[src/rtl/mbx_pkg.sv]
// Shared types for the debug request mailbox bridge.
// Assumes 32-bit word-aligned register slots in a 32-byte window.
package mbx_pkg;

    // Sequencer phase of the single outstanding request.
    typedef enum logic [1:0] {
        SQ_IDLE = 2'd0,
        SQ_SEND = 2'd1,
        SQ_WAIT = 2'd2,
        SQ_HELD = 2'd3
    } seq_state_e;

    // Word slot index taken from address bits 4:2.
    typedef enum logic [2:0] {
        SLOT_REQ_ADDR = 3'd0,
        SLOT_REQ_DATA = 3'd1,
        SLOT_REQ_OP   = 3'd2,
        SLOT_RSP_DATA = 3'd3,
        SLOT_RSP_OP   = 3'd4,
        SLOT_FLAGS    = 3'd5
    } slot_e;

    localparam int unsigned WINDOW_LSB = 5;
    localparam int unsigned NUM_STAGE  = 2;

endpackage

[src/rtl/mbx_req_regs.sv]
// Staging registers for the request address and the request data.
// Each is written whenever its strobe is high; there is no interlock with
// the sequencer, because the sequencer snapshots values at launch.
module mbx_req_regs #(
    parameter int unsigned DATA_W = 32
) (
    input  logic                            clk,
    input  logic                            rst_n,
    input  logic [mbx_pkg::NUM_STAGE-1:0]   wr_stb,
    input  logic [DATA_W-1:0]               wdata,
    output logic [DATA_W-1:0]               stage_addr,
    output logic [DATA_W-1:0]               stage_data
);
    logic [DATA_W-1:0] stage_q [mbx_pkg::NUM_STAGE];

    for (genvar g = 0; g < mbx_pkg::NUM_STAGE; g++) begin : g_stage
        // Load one staging word on its strobe.
        always_ff @(posedge clk) begin
            if (!rst_n) begin
                stage_q[g] <= '0;
            end else if (wr_stb[g]) begin
                stage_q[g] <= wdata;
            end
        end
    end

    assign stage_addr = stage_q[0];
    assign stage_data = stage_q[1];

endmodule

[src/rtl/mbx_seq.sv]
// Request sequencer: idle -> send -> wait -> held -> idle.
// Launch is taken only when idle. The request fields are snapshotted at
// launch. The reply is accepted only in wait, and acknowledge is honoured
// only in held. Assumes at most one of launch_wr / ack_wr per cycle.
module mbx_seq #(
    parameter int unsigned DATA_W = 32,
    parameter int unsigned OP_W   = 2
) (
    input  logic              clk,
    input  logic              rst_n,
    input  logic              launch_wr,
    input  logic              ack_wr,
    input  logic [OP_W-1:0]   op_wdata,
    input  logic [DATA_W-1:0] stage_addr,
    input  logic [DATA_W-1:0] stage_data,
    input  logic              req_ready,
    input  logic              rsp_valid,
    output logic              req_valid,
    output logic [DATA_W-1:0] req_addr,
    output logic [DATA_W-1:0] req_data,
    output logic [OP_W-1:0]   req_op,
    output logic              rsp_ready,
    output logic              capture,
    output logic              st_ready,
    output logic              st_held
);
    import mbx_pkg::*;

    seq_state_e state_q, state_nx;
    logic       take_launch;

    assign take_launch = (state_q == SQ_IDLE) && launch_wr;

    // Next phase from the current phase and the handshakes.
    always_comb begin
        state_nx = state_q;
        unique case (state_q)
            SQ_IDLE: if (launch_wr) state_nx = SQ_SEND;
            SQ_SEND: if (req_ready) state_nx = SQ_WAIT;
            SQ_WAIT: if (rsp_valid) state_nx = SQ_HELD;
            SQ_HELD: if (ack_wr)    state_nx = SQ_IDLE;
            default: state_nx = SQ_IDLE;
        endcase
    end

    // Phase register.
    always_ff @(posedge clk) begin
        if (!rst_n) begin
            state_q <= SQ_IDLE;
        end else begin
            state_q <= state_nx;
        end
    end

    // Snapshot of the request fields at an accepted launch.
    always_ff @(posedge clk) begin
        if (!rst_n) begin
            req_addr <= '0;
            req_data <= '0;
            req_op   <= '0;
        end else if (take_launch) begin
            req_addr <= stage_addr;
            req_data <= stage_data;
            req_op   <= op_wdata;
        end
    end

    assign req_valid = (state_q == SQ_SEND);
    assign rsp_ready = (state_q == SQ_WAIT);
    assign capture   = rsp_ready && rsp_valid;
    assign st_ready  = (state_q == SQ_IDLE);
    assign st_held   = (state_q == SQ_HELD);

endmodule

[src/rtl/mbx_rsp_hold.sv]
// Reply holding registers. They load only on a capture pulse and keep
// their value otherwise; software cannot write them.
module mbx_rsp_hold #(
    parameter int unsigned DATA_W = 32,
    parameter int unsigned OP_W   = 2
) (
    input  logic              clk,
    input  logic              rst_n,
    input  logic              capture,
    input  logic [DATA_W-1:0] rsp_data,
    input  logic [OP_W-1:0]   rsp_op,
    output logic [DATA_W-1:0] hold_data,
    output logic [OP_W-1:0]   hold_op
);
    // Latch the reply on the handshake.
    always_ff @(posedge clk) begin
        if (!rst_n) begin
            hold_data <= '0;
            hold_op   <= '0;
        end else if (capture) begin
            hold_data <= rsp_data;
            hold_op   <= rsp_op;
        end
    end

endmodule

[src/rtl/dbg_mailbox_bridge.sv]
// Debug request mailbox bridge: a register window that launches one
// valid/ready request per operation write and holds the reply for polling.
// Assumes BASE_ADDR is aligned to the 32-byte window and that reads are
// side-effect free and combinational.
module dbg_mailbox_bridge #(
    parameter int unsigned      ADDR_W    = 32,
    parameter int unsigned      DATA_W    = 32,
    parameter int unsigned      OP_W      = 2,
    parameter logic [ADDR_W-1:0] BASE_ADDR = 'h0003_1000
) (
    input  logic              clk,
    input  logic              rst_n,
    input  logic              bus_wr_en,
    input  logic [ADDR_W-1:0] bus_addr,
    input  logic [DATA_W-1:0] bus_wdata,
    output logic [DATA_W-1:0] bus_rdata,
    output logic              req_valid,
    input  logic              req_ready,
    output logic [DATA_W-1:0] req_addr,
    output logic [DATA_W-1:0] req_data,
    output logic [OP_W-1:0]   req_op,
    input  logic              rsp_valid,
    output logic              rsp_ready,
    input  logic [DATA_W-1:0] rsp_data,
    input  logic [OP_W-1:0]   rsp_op
);
    import mbx_pkg::*;

    localparam int unsigned PAD_OP   = DATA_W - OP_W;
    localparam int unsigned PAD_FLAG = DATA_W - 2;

    logic              win_hit;
    slot_e             slot;
    logic              wr_hit;
    logic [NUM_STAGE-1:0] stage_wr;
    logic              op_wr;
    logic              ack_wr;
    logic [DATA_W-1:0] stage_addr;
    logic [DATA_W-1:0] stage_data;
    logic              capture;
    logic              st_ready;
    logic              st_held;
    logic [DATA_W-1:0] rsp_data_q;
    logic [OP_W-1:0]   rsp_op_q;

    assign win_hit = (bus_addr[ADDR_W-1:WINDOW_LSB] == BASE_ADDR[ADDR_W-1:WINDOW_LSB])
                  && (bus_addr[1:0] == 2'b00);
    assign slot    = slot_e'(bus_addr[WINDOW_LSB-1:2]);
    assign wr_hit  = bus_wr_en && win_hit;

    // Write strobe decode per slot.
    always_comb begin
        stage_wr = '0;
        op_wr    = 1'b0;
        ack_wr   = 1'b0;
        if (wr_hit) begin
            unique case (slot)
                SLOT_REQ_ADDR: stage_wr[0] = 1'b1;
                SLOT_REQ_DATA: stage_wr[1] = 1'b1;
                SLOT_REQ_OP:   op_wr       = 1'b1;
                SLOT_FLAGS:    ack_wr      = 1'b1;
                default: ;
            endcase
        end
    end

    mbx_req_regs #(.DATA_W(DATA_W)) i_req_regs (
        .clk        (clk),
        .rst_n      (rst_n),
        .wr_stb     (stage_wr),
        .wdata      (bus_wdata),
        .stage_addr (stage_addr),
        .stage_data (stage_data)
    );

    mbx_seq #(.DATA_W(DATA_W), .OP_W(OP_W)) i_seq (
        .clk        (clk),
        .rst_n      (rst_n),
        .launch_wr  (op_wr),
        .ack_wr     (ack_wr),
        .op_wdata   (bus_wdata[OP_W-1:0]),
        .stage_addr (stage_addr),
        .stage_data (stage_data),
        .req_ready  (req_ready),
        .rsp_valid  (rsp_valid),
        .req_valid  (req_valid),
        .req_addr   (req_addr),
        .req_data   (req_data),
        .req_op     (req_op),
        .rsp_ready  (rsp_ready),
        .capture    (capture),
        .st_ready   (st_ready),
        .st_held    (st_held)
    );

    mbx_rsp_hold #(.DATA_W(DATA_W), .OP_W(OP_W)) i_rsp_hold (
        .clk       (clk),
        .rst_n     (rst_n),
        .capture   (capture),
        .rsp_data  (rsp_data),
        .rsp_op    (rsp_op),
        .hold_data (rsp_data_q),
        .hold_op   (rsp_op_q)
    );

    // Read mux; unmapped slots and misses return zero.
    always_comb begin
        bus_rdata = '0;
        if (win_hit) begin
            unique case (slot)
                SLOT_REQ_ADDR: bus_rdata = stage_addr;
                SLOT_REQ_DATA: bus_rdata = stage_data;
                SLOT_REQ_OP:   bus_rdata = {{PAD_OP{1'b0}}, req_op};
                SLOT_RSP_DATA: bus_rdata = rsp_data_q;
                SLOT_RSP_OP:   bus_rdata = {{PAD_OP{1'b0}}, rsp_op_q};
                SLOT_FLAGS:    bus_rdata = {{PAD_FLAG{1'b0}}, st_held, st_ready};
                default:       bus_rdata = '0;
            endcase
        end
    end

endmodule

[config.mk]
export PLATFORM = sky130hd
export DESIGN_NAME = dbg_mailbox_bridge
export DESIGN_NICKNAME = d
export VERILOG_FILES = /design/src/rtl/mbx_pkg.sv /design/src/rtl/mbx_req_regs.sv /design/src/rtl/mbx_seq.sv /design/src/rtl/mbx_rsp_hold.sv /design/src/rtl/dbg_mailbox_bridge.sv
export SDC_FILE = /design/constraint.sdc
export NUM_CORES = 1
export LEC_CHECK = 0
export ABC_CLOCK_PERIOD_IN_PS = 3600
export BUFFER_PORTS_ARGS = -buffer_cell sky130_fd_sc_hd__buf_2
export CORE_MARGIN = 4
export CORE_UTILIZATION = 30
export DETAILED_ROUTE_END_ITERATION = 10
export HOLD_SLACK_MARGIN = 0.06
export PLACE_DENSITY = 0.54
export SLEW_MARGIN = 5
export SYNTH_ARGS = -nofsm -noshare
export SYNTH_HDL_FRONTEND = slang
export SYNTH_HIERARCHICAL = 1
export SYNTH_SLANG_ARGS = --single-unit
[constraint.sdc]
create_clock -name clk -period 3.6 [get_ports clk]
set_input_delay 0.54 -clock clk [delete_from_list [all_inputs] [get_ports clk]]
set_output_delay 0.54 -clock clk [all_outputs]
set_load 0.005 [all_outputs]
# Word-level counts from Yosys, hierarchy flattened
# Memory sizes are Yosys's and may differ from the RTL's.
# Cells that the tools add are included.
dict set report totals {
  regBits 102
  inputBits 103
  ramBits 64
  out_inout_bits 100
  n_memories 1
  wordCells 53
}
# memory words word_bits rd rd_ports_with_merged_regs wr line
set mem_list {}
lappend mem_list {i_req_regs.stage_q 2 32 2 0 2 mbx_req_regs.sv:14} ;# logic [DATA_W-1:0] stage_q [mbx_pkg::NUM_STAGE];
dict set report op_classes {
  reduce_logical 8
  bitwise_logic 2
  mux 23
  n_eq_ne 13
}
# operator n
set op_table {}
lappend op_table {{$pmux 32 s6} 1}
lappend op_table {{$mux 32} 3}
lappend op_table {{$eq 27x13->1 const B} 1}
lappend op_table {{$mux 1} 13}
lappend op_table {{$mux 2} 5}
lappend op_table {{$pmux 2 s4} 1}
lappend op_table {{$eq 3x2->1 const B} 2}
lappend op_table {{$eq 3x3->1 const B} 2}
lappend op_table {{$eq 2x2->1 const B} 2}
lappend op_table {{$logic_and 1x1->1} 4}
lappend op_table {{$logic_not 2->1} 2}
lappend op_table {{$ne 2x1->1 const B} 2}
lappend op_table {{$ne 2x2->1 const B} 2}
lappend op_table {{$reduce_and 4->1} 1}
lappend op_table {{$eq 3x1->1 const B} 1}
lappend op_table {{$logic_not 3->1} 1}
lappend op_table {{$eq 2x1->1 const B} 1}
lappend op_table {{$or 1x1->1} 2}

# Depth between registers and ports, before layout
# Gate-level depths: netlist of the first run.
dict set report logic_depth {
  depth_word 8
  mapped_depth 9
  depth_no_buf 6
}

# Cells and area by module
# Netlist of the first run, hierarchy kept.
# mod n_inst area_per_inst_um2 seq_area_each_um2 cells_per_inst
set modules_own_cells {}
lappend modules_own_cells {mbx_seq 1 2790.2 1361.3 308}
lappend modules_own_cells {mbx_req_regs 1 2437.3 1921.8 143}
lappend modules_own_cells {dbg_mailbox_bridge 1 1331.3 0.0 146}
lappend modules_own_cells {mbx_rsp_hold 1 1316.3 680.7 109}

# Worst setup path after synthesis of the first run
# No wires, ideal clock.
dict set report synth_path {
  path_type {in2reg}
  from {in bus_addr[21]}
  to {mem i_req_regs.stage_q[0][0], enable pin}
  required_ns 3.206
  setup_ns 0.394
  path_slack_ns 0.688
  stages 5
  path_buffers 1
  t_arrival_ns 2.518
  cell_sequence {nor4_2 > nand4_4 > buf_6 > nor4_2 > nand2b_1}
}
# item line
set synth_lines {}
lappend synth_lines {{from (decl)} dbg_mailbox_bridge.sv:14} ;# input logic [ADDR_W-1:0] bus_addr,
lappend synth_lines {{to (decl)} mbx_req_regs.sv:14}

# Worst setup path after layout of the first run
dict set report layout_path {
  from {in bus_addr[3]}
  to {out bus_rdata[16]}
}
dict set report layout_via {
  elab_chain_cells 3
  word_cells_on_any_way 8
  classes_between {eq/ne (5); mux (2); reduce/logical (1)}
}
# item line
set layout_rtl {}
lappend layout_rtl {{$eq 3x3->1 (tied with other cells)} dbg_mailbox_bridge.sv:110} ;# unique case (slot)
lappend layout_rtl {{$pmux 32 s6 (*)} dbg_mailbox_bridge.sv:110}
lappend layout_rtl {{$mux 32 (*)} dbg_mailbox_bridge.sv:109} ;# if (win_hit) begin
lappend layout_rtl {{to (decl)} dbg_mailbox_bridge.sv:16} ;# output logic [DATA_W-1:0] bus_rdata,
# Mark *: on every way between the ends. The rest lies on a longest branch, timed or not.

==> results of run 1 <==
-- cells in the final DEF (no fill, tap or decap), types with 2 or more instances in the layout --
master / instances
ha_1: 5
buf_12: 4
dfxtp_1: 102
a21boi_2: 32
clkinvlp_4: 3
nand2_1: 135
a21boi_0: 28
nor3_1: 2
inv_6: 3
a211o_1: 4
and3_2: 8
clkbuf_16: 17
a211oi_2: 2
and3_1: 56
inv_8: 5
a22oi_1: 30
buf_4: 20
nand4_1: 2
nor4_1: 6
a21boi_1: 8
edfxtp_1: 64
nor4_2: 29
clkinv_4: 3
inv_1: 6
mux2_2: 30
nand2b_2: 2
nor2b_1: 36
nand4_4: 2
a21oi_1: 2
buf_2: 201
mux2i_1: 40
-- critical path, delay by kind of cell --
kind | cells | cell delay, ps
AO/OA/AOI/OAI | 1 | 250
multiplexers | 1 | 370
buffers and inverters | 3 | 990
AND/OR/NAND/NOR | 1 | 80
-- Yosys cell counts (all sizes together) --
| library cell | instances | share of area [%] |
|---|---|---|
| edfxtp | 64 | 24 |
| and2 | 2 | 0.19 |
| nand2b | 2 | 0.16 |
| nand2 | 136 | 6.5 |
| a21boi | 68 | 8.0 |
| and4bb | 1 | 0.16 |
| nor4b | 1 | 0.19 |
| mux2i | 40 | 5.1 |
| nor4 | 36 | 5.2 |
| buf | 43 | 4.5 |
| a211oi | 2 | 0.32 |
| inv | 6 | 0.29 |
| a2111oi | 1 | 0.35 |
| nand4 | 4 | 0.59 |
| ha | 5 | 0.79 |
| nor2 | 2 | 0.095 |
| a211o | 4 | 0.44 |
| dfxtp | 102 | 26 |
| a21oi | 2 | 0.13 |
| a22oi | 30 | 2.9 |
| and3 | 64 | 5.2 |
| mux2 | 30 | 4.3 |
| nor3 | 3 | 0.19 |
| o21ai | 1 | 0.063 |
| clkbuf | 19 | 0.91 |
| nand3 | 1 | 0.063 |
| nor2b | 37 | 3.0 |
-- state kept, by name (all words and copies together), names as in the netlist --
register              count
i_rsp_hold/hold_data     32
i_rsp_hold/hold_op        2
i_seq/req_data           32
i_seq/req_op              2
i_req_regs/stage_q       64
i_seq/req_addr           32
i_seq/state_q             2
-- through the flow --
stage | std cells | total power [mW] | cell area (um2)
2_1_floorplan | 706 | 2.17 | 7880
3_3_place_gp | 1204 | 2.29 | 9140
3_5_place_dp | 1204 | 2.29 | 9140
4_1_cts | 1236 | 4.14 | 9730
5_1_grt | 1237 | 4.25 | 9730
6_report | 1237 | 4.08 | 9730
-- power breakdown --
part | switching (mW) | internal [mW] | total (mW) | leakage (nW)
Sequential | 0.0219 | 1.98 | 2.00 | 1.43
Clock | 0.854 | 0.987 | 1.84 | 0.280
Combinational | 0.131 | 0.106 | 0.237 | 2.14
Total | 1.01 | 3.08 | 4.08 | 3.84
-- kinds of logic (layout without fill, tap and decap cells) --
kind of cell,count (synthesis),after routing
AOI/OAI and AO/OA,108,108
adders and majority gates,5,5
buffers and inverters,68,263
DFF,166,166
muxes,70,70
other,0,1
and+or+nand+nor,289,289
-- per-layer routing --
layer	vias to the layer above	track usage (%)
met5	-	0
met4	4	4.06
met3	22	3.74
met2	148	26.8
met1	2802	20.3
li1	2879	-
-- worst max-delay path by stage --
stage,depth (start not counted),to
global placement,7,i_req_regs/stage_q[0][17]$_SDFFCE_PN0P_
floorplan,5,i_req_regs/stage_q[0][0]$_SDFFCE_PN0P_
global route,6,bus_rdata[16]
detailed placement,7,i_req_regs/stage_q[0][17]$_SDFFCE_PN0P_
finish,6,bus_rdata[16]
CTS,6,bus_rdata[30]
-- area by class of cell --
class / count / share of cell area [%]
diodes: 1 / 0.0257
clock buffers: 17 / 4.37
clock inverters: 15 / 1.66
inverters: 6 / 0.231
multi-input cells: 472 / 36.0
flip-flops and latches: 166 / 40.7
well taps: 335 / 4.31
repair buffers: 225 / 12.7
==> impl_metrics.ini, run 1 <==
[status]
outcome = completed

[clocking]
clockRootBuffer = clkbuf_16
holdBufCountCts = 0
clock_sinks = 166
cts_setup_buffers = 0
clk_transition_reported_paths_ps = 80
insertion_delay_ps = 420
h-tree-depth = 4
clockBufferDepth = 2
cts_tree = built
cts_resized = 0
numCtsBuffers = 17

[timing]
fin_crit_sh_pct = 77.4
hold-worst-slack_ps = 370
final_max_slew_viol_count = 0
setup_viol = 0
period_minus_slack_ps = 2790
worst_slack_ps = 814
worst_pin_slew_ps = 683
relSlewSlack_pct = 54.5
fin_setup_tns_ps = 0
fin_worst_skew_ps = 11.6
hold_viol = 0
clock.fmax_mhz = 359
rsz0062_at_grt = no

[cells_and_area]
nets = 996
area.sequential_um2 = 3960
syn_to_final_growth_pct = 23.6
multiInputGateArea_um2 = 3500
drive_gt1_share_pct = 41.3
post-route-util_pct = 37.6
fill_cells = 2595

[power_and_ir_drop]
power_leakage_nw = 3.84
p_per_area_nw_per_um2 = 420
ir_drop_mv = 0.265

[logic_synthesis]
synthMuxAreaShare_pct = 9.37
synth-simple-area-share_pct = 21.6
synth_area_per_cell_um2 = 11.2
synthAdderAreaFrac_pct = 0.794
syn-num-nets = 814
synth-compound-area-share_pct = 12.2
synth_xor_area_share_pct = 0
synth-seq-cells = 166
yosysWarnings = 6
synth_top_family_by_area = simple AND/OR/NAND/NOR gates
synth_cell_types = 39
synthCells = 706
syn-cell-area_um2 = 7880
seq_area_frac_synth_pct = 50.3

[floorplanning]
num_io_pins = 203
fp.dieH_um = 170
die_area_um2 = 28900
rows = 59
initial_utilization_pct = 30.4
die_x_um = 170
coreArea_um2 = 25900

[min_path]
hold_start = rsp_data[8]
hold_end = i_rsp_hold/hold_data[8]$_SDFFE_PN0P_
whs_path_depth = 3
hold_class = input port to register

[worst_setup_path]
r2r-end = i_rsp_hold/hold_data[26]$_SDFFE_PN0P_
worst-endpoint-required_ps = 3060
critPathLaunch = bus_addr[3]
r2r-start = i_seq/state_q[0]$_SDFFE_PN0P_
cp_cell_sequence = buf_2, buf_4, mux2_2, a22oi_1, nor4_2, buf_2
endpoint_kind = output port
setup.worst_path.start_class = input port
crit_fanout = 22
cpMostUsedCell = buf_2
crit_slowest_cell = buf_2
r2r_setup_slack_ps = 1700
arrival_ps = 2250
reg2reg_depth = 6
max_stage_delay_ps = 510
worstSetupPathType = input port to output port

[route]
met2_wirelength_mm = 11.3
postRouteAntennaNets = 0
vias_per_cell = 4.73
wl_met3_mm = 1.18
dr.pass1.iters = 4
detail_route.wl_per_cell_um = 18.7
wl_met1_mm = 10.3
wl_mm = 23.1
routed.top_layer = met5
drtIter0Drc = 332
vias = 5855
drc_errors = 0

[grt]
grt_use_total_pct = 15.8
antenna_found_initial = 3
grt_pass1_wl_mm = 35.2
grt_pass1_vias = 6086
grt_overflow = 0
grt_max_degree = 120

[run]
drv_cap = 0

[place]
pre_cts_ws_ps = 650
portBuffers = 202
globalplace.congestion = 0.722
hpwl_mm = 16.2
Note: power is estimated with default switching activity, not from simulation.
==> run 2: changes to the inputs <==
--- a/config.mk
+++ b/config.mk
@@ -5,13 +5,13 @@
 export SDC_FILE = /design/constraint.sdc
 export NUM_CORES = 1
 export LEC_CHECK = 0
-export ABC_CLOCK_PERIOD_IN_PS = 3600
+export ABC_CLOCK_PERIOD_IN_PS = 2500
 export BUFFER_PORTS_ARGS = -buffer_cell sky130_fd_sc_hd__buf_2
 export CORE_MARGIN = 4
 export CORE_UTILIZATION = 30
 export DETAILED_ROUTE_END_ITERATION = 10
 export HOLD_SLACK_MARGIN = 0.06
-export PLACE_DENSITY = 0.54
+export PLACE_DENSITY = 0.56
 export SLEW_MARGIN = 5
 export SYNTH_ARGS = -nofsm -noshare
 export SYNTH_HDL_FRONTEND = slang
==> constraint.sdc (replaced) <==
create_clock -name clk -period 2.5 [get_ports clk]
set_input_delay 0.375 -clock clk [delete_from_list [all_inputs] [get_ports clk]]
set_output_delay 0.375 -clock clk [all_outputs]
set_load 0.005 [all_outputs]
==> run 2 against run 1 <==
- cell count rose by 0.49%
- clock skew rose by 3.9 ps
- utilization rose by 0.41 points
- global-route usage barely moved
- hold slack got worse by 160 ps
- critical endpoint is now bus_rdata[0]
- non-clock buffer count rose by 7
- setup slack got worse by 580 ps
- die area did not move
- total power rose by 43%
==> impl_metrics.ini, run 2 (synthesized netlist as in run 1, its figures left out) <==
[cells_and_area]
diodes = 0
finalNonFillerCells = 1243
area.sequential_um2 = 3960
largest_reg_flops = 64
syn_to_final_growth_pct = 24.9
top_register = i_req_regs/stage_q
final_common_cell = buf_2
final_cell_mix = buf_2, nand2_1, dfxtp_1, edfxtp_1, and3_1
drive_gt1_share_pct = 41.3
fill_cells = 2570
multiInputGateArea_um2 = 3500
nets = 1003

[place]
portBuffers = 202
post-place-cells = 1211
globalplace.congestion = 0.786
pre_cts_ws_ps = 179
hpwl_mm = 16.4

[route]
dr.pass1.iters = 5
postRouteAntennaNets = 0
wl_met1_mm = 10.2
vias_per_cell = 4.81
vias = 5973
detail_route.wl_per_cell_um = 18.6
routed.top_layer = met5
drc_errors = 0
wl_mm = 23.1
met2_wirelength_mm = 10.9
drtIter0Drc = 394
wl_met3_mm = 1.51

[floorplanning]
num_io_pins = 203
initial_utilization_pct = 30.4
coreArea_um2 = 25900
rows = 59
die_x_um = 170
fp.dieH_um = 170
die_area_um2 = 28900

[clocking]
numCtsBuffers = 17
cts_resized = 0
insertion_delay_ps = 430
clockBufferDepth = 2
cts_setup_buffers = 0
h-tree-depth = 4
clockRootBuffer = clkbuf_16
holdBufCountCts = 0
cts_tree = built
clk_transition_reported_paths_ps = 70
clock_sinks = 166

[timing]
worst_pin_slew_ps = 456
worst_slack_ps = 236
fin_worst_skew_ps = 15.6
rsz0062_at_grt = no
hold_viol = 0
final_max_slew_viol_count = 0
clock.fmax_mhz = 442
period_minus_slack_ps = 2260
fin_setup_tns_ps = 0
setup_viol = 0
fin_crit_sh_pct = 90.5
relSlewSlack_pct = 69.6

[worst_setup_path]
worst-endpoint-required_ps = 2120
crit_fanout = 4
setup.worst_path.start_class = register
endpoint_kind = output port
worstSetupPathType = register to output port
arrival_ps = 1890

[power_and_ir_drop]
ir_drop_mv = 0.338
power_leakage_nw = 3.91
p_per_area_nw_per_um2 = 594

[run]
drv_cap = 0

[min_path]
hold_class = input port to register

[grt]
grt_overflow = 0
grt_pass1_vias = 6023
grt_use_total_pct = 15.8
antenna_found_initial = 2
grt_max_degree = 67
grt_pass1_wl_mm = 35.1

[status]
outcome = completed
## run 2: cell count changes in the layout (fill, tap and decap cells not counted), moves of 2 or more
cell	before	now
clkinv_4	3	1
inv_4	0	2
inv_6	3	0
clkinv_2	0	3
clkbuf_16	17	20
clkbuf_1	0	4
clkinvlp_4	3	0
buf_12	4	9
inv_8	5	0
buf_4	20	22
clkbuf_8	0	2
## run 2: final cells by class
| cell class | instances | share of cell area, % |
|---|---|---|
| clock inverters | 6 | 0.369 |
| repair buffers | 232 | 13.7 |
| clock buffers | 26 | 5.52 |
| inverters | 6 | 0.229 |
| well taps | 335 | 4.26 |
| multi-input cells | 472 | 35.6 |
| flip-flops and latches | 166 | 40.3 |
## run 2: path summary, 6_finish.rpt
check,start,endpoint,slack (ps),cells after the start
worst max register to register,i_seq/state_q[0]$_SDFFE_PN0P_,i_rsp_hold/hold_data[2]$_SDFFE_PN0P_,690,6
worst max-delay path,i_seq/state_q[0]$_SDFFE_PN0P_,bus_rdata[0],240,6
worst min-delay path,rsp_data[29],i_rsp_hold/hold_data[29]$_SDFFE_PN0P_,210,3
worst min register to register,i_seq/req_addr[14]$_SDFFE_PN0P_,i_seq/req_addr[14]$_SDFFE_PN0P_,450,2
## run 2: critical path, cell delays in order (launching register included)
cell and delay (ps):
dfxtp_1 340, inv_1 110, ha_1 260, mux2i_1 100
a211o_1 310, a211oi_2 160, buf_2 170
## run 2: where the power goes
part	internal (mW)	leakage [nW]	switching, mW
logic	0.163	2.19	0.188
clock network	1.50	0.290	1.10
registers	2.86	1.43	0.0321
total	4.52	3.91	1.32
## run 2: metrics by stage
stage	hold slack, ps	cell area, um2	power, mW	util, %
2_1_floorplan	451	7880	3.12	-
3_3_place_gp	439	9260	3.30	35.7
3_5_place_dp	446	9260	3.30	35.7
4_1_cts	192	9840	5.91	38.0
5_1_grt	202	9840	6.07	38.0
6_report	205	9840	5.85	38.0
## run 2: metal layers
| metal | vias to the layer above | GRT usage, % |
|---|---|---|
| met1 | 2862 | 20.9 |
| met3 | 29 | 4.39 |
| met2 | 182 | 25.2 |
| li1 | 2896 | - |
| met4 | 4 | 5.17 |
| met5 | - | 0 |
